<file path="config.mk">
export PLATFORM = sky130hd
export DESIGN_NAME = pmon_irq_unit
export DESIGN_NICKNAME = d
export VERILOG_FILES = /design/src/rtl/pmon_pkg.sv /design/src/rtl/pmon_counter.sv /design/src/rtl/pmon_reg_if.sv /design/src/rtl/pmon_pending.sv /design/src/rtl/pmon_irq_unit.sv
export SDC_FILE = /design/constraint.sdc
export NUM_CORES = 1
export LEC_CHECK = 0
export ABC_AREA = 1
export CAP_MARGIN = 5
export CORE_AREA = 2 2 118 120
export CTS_CLUSTER_DIAMETER = 120
export DETAILED_ROUTE_END_ITERATION = 8
export DIE_AREA = 0 0 120 122
export PLACE_DENSITY = 0.66
export SLEW_MARGIN = 20
export SYNTH_ARGS = -nofsm -noshare
export SYNTH_HDL_FRONTEND = slang
export SYNTH_SLANG_ARGS = --single-unit
export TNS_END_PERCENT = 1
</file>
<file path="constraint.sdc">
create_clock -name clk -period 4.05 [get_ports clk]
set_input_delay 0.81 -clock clk [delete_from_list [all_inputs] [get_ports clk]]
set_output_delay 0.81 -clock clk [all_outputs]
set_load 0.05 [all_outputs]
</file>
<file path="src/rtl/pmon_pkg.sv">
package pmon_pkg;
  localparam int unsigned PMON_CTRL_ADDR  = 0;
  localparam int unsigned PMON_VEC_OFFSET = 32'h0000_0F00;

  function automatic int unsigned cnt_addr(input int unsigned idx);
    return idx + 1;
  endfunction
endpackage

</file>
<file path="src/rtl/pmon_counter.sv">
module pmon_counter #(
  parameter int CNT_W = 32
) (
  input  logic             clk,
  input  logic             rst_n,
  input  logic             ld,
  input  logic [CNT_W-1:0] ld_val,
  input  logic             inc,
  output logic [CNT_W-1:0] cnt,
  output logic             went_neg
);
  localparam int MSB = CNT_W - 1;

  logic [CNT_W-1:0] cnt_q;
  logic [CNT_W-1:0] inc_val;

  assign inc_val = cnt_q + {{(CNT_W-1){1'b0}}, 1'b1};

  always_ff @(posedge clk or negedge rst_n) begin
    if (!rst_n)   cnt_q <= '0;
    else if (ld)  cnt_q <= ld_val;
    else if (inc) cnt_q <= inc_val;
  end

  // Only an increment can produce a 0->1 sign transition; loads never do.
  assign went_neg = !ld && inc && !cnt_q[MSB] && inc_val[MSB];
  assign cnt      = cnt_q;

  p_load_wins_r3: assert property (@(posedge clk) disable iff (!rst_n)
    ld |=> cnt == $past(ld_val));
  p_inc_step_r2: assert property (@(posedge clk) disable iff (!rst_n)
    (!ld && inc) |=> cnt == $past(cnt) + 1'b1);
  p_hold_r2: assert property (@(posedge clk) disable iff (!rst_n)
    (!ld && !inc) |=> $stable(cnt));
  p_wrap_quiet_r11: assert property (@(posedge clk) disable iff (!rst_n)
    (cnt[MSB] && inc) |-> !went_neg);
endmodule

</file>
<file path="src/rtl/pmon_reg_if.sv">
module pmon_reg_if
  import pmon_pkg::*;
#(
  parameter int NUM_CNT = 2,
  parameter int CNT_W   = 32,
  parameter int ADDR_W  = 2
) (
  input  logic                          clk,
  input  logic                          rst_n,
  input  logic                          wr_valid,
  input  logic [ADDR_W-1:0]             wr_addr,
  input  logic [CNT_W-1:0]              wr_data,
  input  logic [ADDR_W-1:0]             rd_addr,
  input  logic [NUM_CNT-1:0][CNT_W-1:0] cnt_all,
  output logic [NUM_CNT-1:0]            cnt_ld,
  output logic [NUM_CNT-1:0]            src_en,
  output logic                          ctrl_wr,
  output logic [CNT_W-1:0]              rd_data
);
  logic [NUM_CNT-1:0] ctrl_q;

  assign ctrl_wr = wr_valid && (wr_addr == ADDR_W'(PMON_CTRL_ADDR));

  for (genvar gi = 0; gi < NUM_CNT; gi++) begin : g_ld
    assign cnt_ld[gi] = wr_valid && (wr_addr == ADDR_W'(cnt_addr(gi)));
  end

  always_ff @(posedge clk or negedge rst_n) begin
    if (!rst_n)       ctrl_q <= '0;
    else if (ctrl_wr) ctrl_q <= wr_data[NUM_CNT-1:0];
  end

  assign src_en = ctrl_q;

  always_comb begin
    rd_data = '0;
    if (rd_addr == ADDR_W'(PMON_CTRL_ADDR)) rd_data[NUM_CNT-1:0] = ctrl_q;
    for (int i = 0; i < NUM_CNT; i++) begin
      if (rd_addr == ADDR_W'(cnt_addr(i))) rd_data = cnt_all[i];
    end
  end

  p_ctrl_load_r4: assert property (@(posedge clk) disable iff (!rst_n)
    ctrl_wr |=> src_en == $past(wr_data[NUM_CNT-1:0]));
  p_ld_onehot_r3: assert property (@(posedge clk) disable iff (!rst_n)
    $onehot0({cnt_ld, ctrl_wr}));
endmodule

</file>
<file path="src/rtl/pmon_pending.sv">
module pmon_pending #(
  parameter int NUM_CNT = 2
) (
  input  logic               clk,
  input  logic               rst_n,
  input  logic [NUM_CNT-1:0] went_neg,
  input  logic [NUM_CNT-1:0] src_en,
  input  logic               clr,
  output logic               pending
);
  logic set;
  logic pend_q;

  assign set = |(went_neg & src_en);

  always_ff @(posedge clk or negedge rst_n) begin
    if (!rst_n) pend_q <= 1'b0;
    else        pend_q <= (pend_q && !clr) || set;
  end

  assign pending = pend_q;

  p_set_r5: assert property (@(posedge clk) disable iff (!rst_n)
    set |=> pending);
  p_sticky_r8: assert property (@(posedge clk) disable iff (!rst_n)
    (pending && !clr) |=> pending);
  p_clear_r9: assert property (@(posedge clk) disable iff (!rst_n)
    (clr && !set) |=> !pending);
  p_no_spurious_r6: assert property (@(posedge clk) disable iff (!rst_n)
    (!pending && !set) |=> !pending);
endmodule

</file>
<file path="src/rtl/pmon_irq_unit.sv">
module pmon_irq_unit
  import pmon_pkg::*;
#(
  parameter int NUM_CNT = 2,
  parameter int CNT_W   = 32,
  parameter int ADDR_W  = 2,
  parameter int VEC_W   = 20
) (
  input  logic               clk,
  input  logic               rst_n,
  input  logic               wr_valid,
  output logic               wr_ready,
  input  logic [ADDR_W-1:0]  wr_addr,
  input  logic [CNT_W-1:0]   wr_data,
  input  logic [ADDR_W-1:0]  rd_addr,
  output logic [CNT_W-1:0]   rd_data,
  input  logic [NUM_CNT-1:0] evt_inc,
  input  logic               ee,
  input  logic               irq_ack,
  output logic               irq_req,
  output logic [VEC_W-1:0]   irq_vector
);
  logic [NUM_CNT-1:0][CNT_W-1:0] cnt_all;
  logic [NUM_CNT-1:0]            cnt_ld;
  logic [NUM_CNT-1:0]            went_neg;
  logic [NUM_CNT-1:0]            src_en;
  logic                          ctrl_wr;
  logic                          pending;

  pmon_reg_if #(
    .NUM_CNT(NUM_CNT), .CNT_W(CNT_W), .ADDR_W(ADDR_W)
  ) u_regs (
    .clk(clk), .rst_n(rst_n),
    .wr_valid(wr_valid), .wr_addr(wr_addr), .wr_data(wr_data),
    .rd_addr(rd_addr), .cnt_all(cnt_all),
    .cnt_ld(cnt_ld), .src_en(src_en), .ctrl_wr(ctrl_wr), .rd_data(rd_data)
  );

  for (genvar gi = 0; gi < NUM_CNT; gi++) begin : g_cnt
    pmon_counter #(.CNT_W(CNT_W)) u_cnt (
      .clk(clk), .rst_n(rst_n),
      .ld(cnt_ld[gi]), .ld_val(wr_data), .inc(evt_inc[gi]),
      .cnt(cnt_all[gi]), .went_neg(went_neg[gi])
    );
  end

  pmon_pending #(.NUM_CNT(NUM_CNT)) u_pend (
    .clk(clk), .rst_n(rst_n),
    .went_neg(went_neg), .src_en(src_en),
    .clr(irq_ack || ctrl_wr), .pending(pending)
  );

  assign wr_ready   = 1'b1;
  assign irq_req    = pending && ee;
  assign irq_vector = VEC_W'(PMON_VEC_OFFSET);

  p_ee_mask_r8: assert property (@(posedge clk) disable iff (!rst_n)
    !ee |-> !irq_req);
  p_load_no_set_r7: assert property (@(posedge clk) disable iff (!rst_n)
    (!pending && !(|(evt_inc & ~cnt_ld))) |=> !pending);
endmodule

</file>
==> results of run 1 <==
[worst max-delay path, cell delays in order]
cell and delay [ps]:
clkdlybuf4s50_1 420, inv_1 110, nor2_2 40, buf_4 160, inv_1 560, o221ai_1 290
buf_12 220
[routing by layer]
layer	wire length, µm	track usage	up-vias
met3	855	0.0225	45
met4	875	0.135	0
met5	0	0	-
met1	8200	0.351	2568
met2	8560	0.414	183
li1	-	-	2730
[cell families after synthesis]
family | count (synthesis) | share of synthesized area
and+or+nand+nor | 533 | 0.434
buffers and inverters | 128 | 0.109
AOI/OAI and AO/OA | 70 | 0.0888
DFF | 67 | 0.319
xor gates and xnor gates | 26 | 0.0433
adders and majority gates | 2 | 0.00476
other | 2 | 0.00143
[where the power goes]
part | internal [µW] | switching, µW | total [µW]
clock | 597 | 313 | 910
combinational | 342 | 587 | 929
sequential | 801 | 192 | 994
[layout by cell type (no fill, tap or decap)]
cell type and count:
clkbuf_1 1, a21oi_1 6, clkbuf_16 9, xor2_1 24, o21ai_1 1, o21bai_1 5, nand2_2 9, inv_2 4
nand3_2 3, and2_1 2, clkdlybuf4s50_1 42, buf_2 1, a22oi_1 1, o21ai_0 11, o221ai_1 7, nand3_1 88
buf_4 14, o22ai_1 25, ha_1 2, nand2_4 1, a22o_1 7, bufinv_16 3, nor2_4 8, dfrtp_1 67
inv_1 84, nor2_1 85, nand3b_1 1, buf_12 24, xnor2_1 2, nand2_1 315, o211ai_1 7, clkinv_2 1
conb_1 21, nor2_2 15, clkinvlp_4 1, nand4_1 6
[flip-flops by register name (all words and copies together) (netlist names)]
signal,cells
g_cnt.u_cnt.cnt,64
u_pend.pending,1
u_regs.src_en,2
[worst min path at each step]
stage                                         to  slack [ps]  cells after the start
after floorplan                 u_regs.src_en[0]         480                      2
after global placement          u_regs.src_en[0]         520                      2
after detailed placement        u_regs.src_en[0]         540                      2
after CTS                 g_cnt[0].u_cnt.cnt[31]         540                      1
after global routing       g_cnt[0].u_cnt.cnt[5]         570                      1
final                      g_cnt[0].u_cnt.cnt[1]         510                      1
[final cells by class]
class / instances / area (µm²) / area share
clock buffer: 10 / 229 / 0.0344
clock inverter: 5 / 103 / 0.0154
inverter: 88 / 330 / 0.0496
multi-input combinational: 652 / 3080 / 0.463
sequential: 67 / 1680 / 0.252
tap: 180 / 225 / 0.0338
timing repair buffer: 81 / 1010 / 0.152
[per-stage QoR]
stage / hold slack (ps) / total power (µW) / utilization / setup slack [ps]
final: 512 / 2830 / 0.493 / 618
after global routing: 569 / 2960 / 0.493 / 502
after CTS: 536 / 2830 / 0.493 / 646
after detailed placement: 538 / 1920 / 0.468 / 653
after global placement: 524 / 1910 / 0.468 / 663
after floorplan: 476 / 1550 / - / 882
[Yosys cell counts, drive strengths merged (2+ instances only)]
| cell type | count |
|---|---|
| nand4 | 6 |
| buf | 32 |
| and2 | 2 |
| nor2 | 108 |
| clkbuf | 8 |
| nand3 | 91 |
| dfrtp | 67 |
| xor2 | 24 |
| o221ai | 7 |
| o22ai | 25 |
| nand2 | 325 |
| ha | 2 |
| a21oi | 6 |
| o211ai | 7 |
| inv | 88 |
| conb | 2 |
| xnor2 | 2 |
| a22o | 7 |
| o21bai | 5 |
| o21ai | 12 |
==> flow_summary.yaml, run 1 <==
critical_path:
  cp_data_required_time_ps: 3240
  cp-endpoint: "rd_data[0]"
  cp-start-kind: "input port"
  ff2ff_path_depth: 10
  regToRegStartpoint: "g_cnt[0].u_cnt.cnt[0]"
  reg2reg_to: "g_cnt[0].u_cnt.cnt[20]"
  cp-startpoint: "rd_addr[0]"
  critPathArrivalTime_ps: 2620
  crit_type: "input port to output pin"
  worstPathMaxFanout: 23
  r2r_slack_ps: 2330
  crit_path_end_kind: "output pin"
cts:
  clk_latency_ps: 340
  cts_tree: "yes"
  postCtsHoldBufs: 0
  clk_pin_slew_ps: 60
  numCtsBuffers: 9
  cts.sinks: 67
  cts_root_buffer: "clkbuf_16"
  cts_buffer_depth: 2
  post_cts_buffers: 0
  cts_resized: 0
  cts_max_level: 3
floorplan:
  coreArea_um2: 13500
  fp.dieArea_um2: 14600
  fp.dieH_um: 122
  start_util: 0.389
  rows: 43
  die_x_um: 120
  ios: 97
routing:
  via_count: 5526
  first_pass_iters: 5
  dr.first_iter.drc_count: 390
  vias_per_cell: 5.10
  ant_nets: 0
  post_drt_wl_per_cell_um: 17.1
  drt_wl_total_mm: 18.5
  remaining_drc_errors: 0
timing:
  rsz0062_at_grt: "no"
  setup_viol: 0
  min_period_ps: 3430
  period_share: 0.847
  fin_tns_setup_ps: 0
  clock_skew_ps: 7.60
  max_slew.worst_pin.slew_ps: 873
  slew_headroom: 0.417
  slew_viol_final: 0
  finalHoldViolations: 0
  fmax_ghz: 0.291
placed_design:
  place_area_um2: 6320
  dp_cells: 1068
  dp_hpwl_mm: 14.8
  place_congestion: 0.951
  io_buffers: 75
yosys:
  syn_inst: 828
  synth.top_cell.area_share: 0.319
  avgSynthCellArea_um2: 6.35
  async_flop_share: 1.00
  synth_cell_types: 31
  ys.warnings.count: 0
  synth-seq-cells: 67
  synth_area_leaders: "dfrtp_1 32%, nand2_1 23%, nand3_1 8.4%"
  synth_edf_count: 0
  synth_seq_area_share: 0.319
  synth.largest_area_cell: "dfrtp_1"
  synthesis.area_um2: 5260
  ys.flop_type: "dfrtp_1"
layout:
  nets: 944
  stdcell_area_um2: 6650
  diodes: 0
  drive_gt1_frac: 0.103
  fillers: 1398
  instances_no_fill: 1083
  area_growth_syn_to_layout_pct: 26.6
power:
  peakVddDrop_mv: 0.189
  p_leak_uw: 0.00295
  p_per_area_nw_per_um2: 426
global_routing:
  antenna_found_initial: 0
  grt_pass1_vias: 5117
  overflow: 0
  grt_usage: 0.259
  grt_max_degree: 29
  grt_pass1_wl_mm: 28.7
run_status:
  outcome: "finished, final reports clean"
worst_hold_path:
  hold_class: "input port to async pin"
flow_run:
  cap_violations: 0
Power figures use the tool's default switching activity.
==> run 2: changes to the inputs <==
--- a/config.mk
+++ b/config.mk
@@ -11,7 +11,7 @@
 export CTS_CLUSTER_DIAMETER = 120
 export DETAILED_ROUTE_END_ITERATION = 8
 export DIE_AREA = 0 0 120 122
-export PLACE_DENSITY = 0.66
+export PLACE_DENSITY = 0.68
 export SLEW_MARGIN = 20
 export SYNTH_ARGS = -nofsm -noshare
 export SYNTH_HDL_FRONTEND = slang
==> constraint.sdc (replaced) <==
create_clock -name clk -period 3.1 [get_ports clk]
set_input_delay 0.62 -clock clk [delete_from_list [all_inputs] [get_ports clk]]
set_output_delay 0.62 -clock clk [all_outputs]
set_load 0.05 [all_outputs]
==> run 2 against run 1 <==
Effect of this change: global-route usage increased by 0.14 points; routed wire length increased by 1.2%; final area increased by 2.0%; largest power group unchanged; highest routed layer unchanged.
==> flow_summary.yaml, run 2 (synthesis gave the netlist of run 1 again) <==
run_status:
  outcome: "finished, final reports clean"
critical_path:
  worstPathMaxFanout: 23
  critPathArrivalTime_ps: 2280
  cp-start-kind: "input port"
  cp_slowest_stage_delay_ps: 550
  crit_path_end_kind: "output pin"
  crit_type: "input port to output pin"
  path_cells: "clkdlybuf4s50_1 > inv_1 > nor2_2 > inv_1 > o221ai_1 > buf_12"
  cp_data_required_time_ps: 2480
  ff2ff_path_depth: 10
  cp_common_cell: "inv_1"
  critical-path-slowest-cell: "inv_1"
placed_design:
  place_congestion: 0.945
  place_area_um2: 6470
  io_buffers: 75
  dp_hpwl_mm: 14.4
cts:
  numCtsBuffers: 9
  clk_pin_slew_ps: 60
  postCtsHoldBufs: 0
  cts_max_level: 3
  cts.sinks: 67
  post_cts_buffers: 0
  cts_tree: "yes"
  cts_root_buffer: "clkbuf_16"
  cts_buffer_depth: 2
  cts_resized: 0
  clk_latency_ps: 350
global_routing:
  grt_usage: 0.261
  antenna_found_initial: 0
  grt_max_degree: 68
  overflow: 0
  grt_pass1_vias: 5135
  grt_pass1_wl_mm: 28.9
timing:
  min_period_ps: 2900
  slew_headroom: 0.422
  max_slew.worst_pin.slew_ps: 866
  setup_viol: 0
  rsz0062_at_grt: "no"
  slew_viol_final: 0
  finalHoldViolations: 0
  period_share: 0.937
  fin_tns_setup_ps: 0
  fmax_ghz: 0.344
  clock_skew_ps: 7.79
power:
  power_switching_uw: 1460
  internal_power_uw: 2260
  p_per_area_nw_per_um2: 547
  peakVddDrop_mv: 0.246
  p_leak_uw: 0.00300
  switching_share: 0.393
  p_seq_frac: 0.351
  clkPwrFrac: 0.308
  combPwrFrac: 0.341
layout:
  final_common_cell: "nand2_1"
  drive_gt1_frac: 0.108
  diodes: 0
  ff_latch_area_um2: 1680
  stdcell_area_um2: 6790
  area_growth_syn_to_layout_pct: 29.2
  nets: 949
  final_cell_mix: "315 x nand2_1, 88 x nand3_1, 85 x nor2_1"
  fillers: 1339
  largest_reg_flops: 64
  final_util: 0.503
  multiInputGateArea_um2: 3080
routing:
  vias_per_cell: 5.19
  drt_wl_total_mm: 18.7
  ant_nets: 0
  first_pass_iters: 5
  remaining_drc_errors: 0
  dr.first_iter.drc_count: 568
  via_count: 5652
  post_drt_wl_per_cell_um: 17.2
floorplan:
  fp.dieH_um: 122
  ios: 97
  fp.dieArea_um2: 14600
  coreArea_um2: 13500
  rows: 43
  die_x_um: 120
  start_util: 0.389
worst_hold_path:
  hold_class: "input port to async pin"
flow_run:
  cap_violations: 0
==> run 2: cell count changes in the layout (fill, tap and decap cells not counted), sizes merged <==
cell,before,now
bufinv,3,2
clkinvlp,1,2
clkinv,1,0
clkbuf,10,11
buf,39,44
==> run 2: final cells by class <==
class | instances | area share
clock buffers | 11 | 0.0357
clock inverters | 4 | 0.0111
inverters | 88 | 0.0486
multi-input cells | 652 | 0.453
flip-flops and latches | 67 | 0.247
well taps | 180 | 0.0332
repair buffers | 86 | 0.171
==> run 2: worst max-delay path, delay by kind of cell <==
kind	cells	cell delay, ps
AO/OA/AOI/OAI	1	290
AND/OR/NAND/NOR	1	50
buffers and inverters	4	1310
==> run 2: worst paths after layout <==
check / start / to / slack [ps]
worst max-delay path: rd_addr[0] / rd_data[0] / 200
worst min-delay path: rst_n / g_cnt[0].u_cnt.cnt[2] / 270
worst max register to register: g_cnt[0].u_cnt.cnt[0] / g_cnt[0].u_cnt.cnt[20] / 1330
min in group clk: u_regs.src_en[0] / u_regs.src_en[0] / 550
max in group asynchronous: rst_n / g_cnt[0].u_cnt.cnt[22] / 2490
worst min register to register: u_regs.src_en[0] / u_regs.src_en[0] / 550
==> run 2: layer usage <==
layer	part of all wire	routed length [µm]	vias to the layer above	track usage
met1	0.40	7570	2653	0.350
met3	0.074	1380	21	0.0253
li1	-	-	2746	-
met2	0.50	9330	232	0.440
met5	0	0	-	0
met4	0.022	418	0	0.0890
==> run 2: per-stage QoR <==
stage	total power [µW]	setup slack [ps]	cells	hold slack, ps
finish	3720	197	1088	270
global route	3870	59.9	1088	327
CTS	3690	216	1088	316
detailed placement	2560	220	1073	521
global placement	2550	266	1073	524
floorplan	2020	312	847	324
==> run 2: power by group through the flow <==
stage | Clock (µW) | Sequential, µW | Combinational [µW]
4_1_cts | 1130 | 1290 | 1270
2_1_floorplan | 0 | 1230 | 797
3_3_place_gp | 0 | 1300 | 1250
3_5_place_dp | 0 | 1310 | 1260
5_1_grt | 1170 | 1330 | 1370
6_report | 1140 | 1300 | 1270
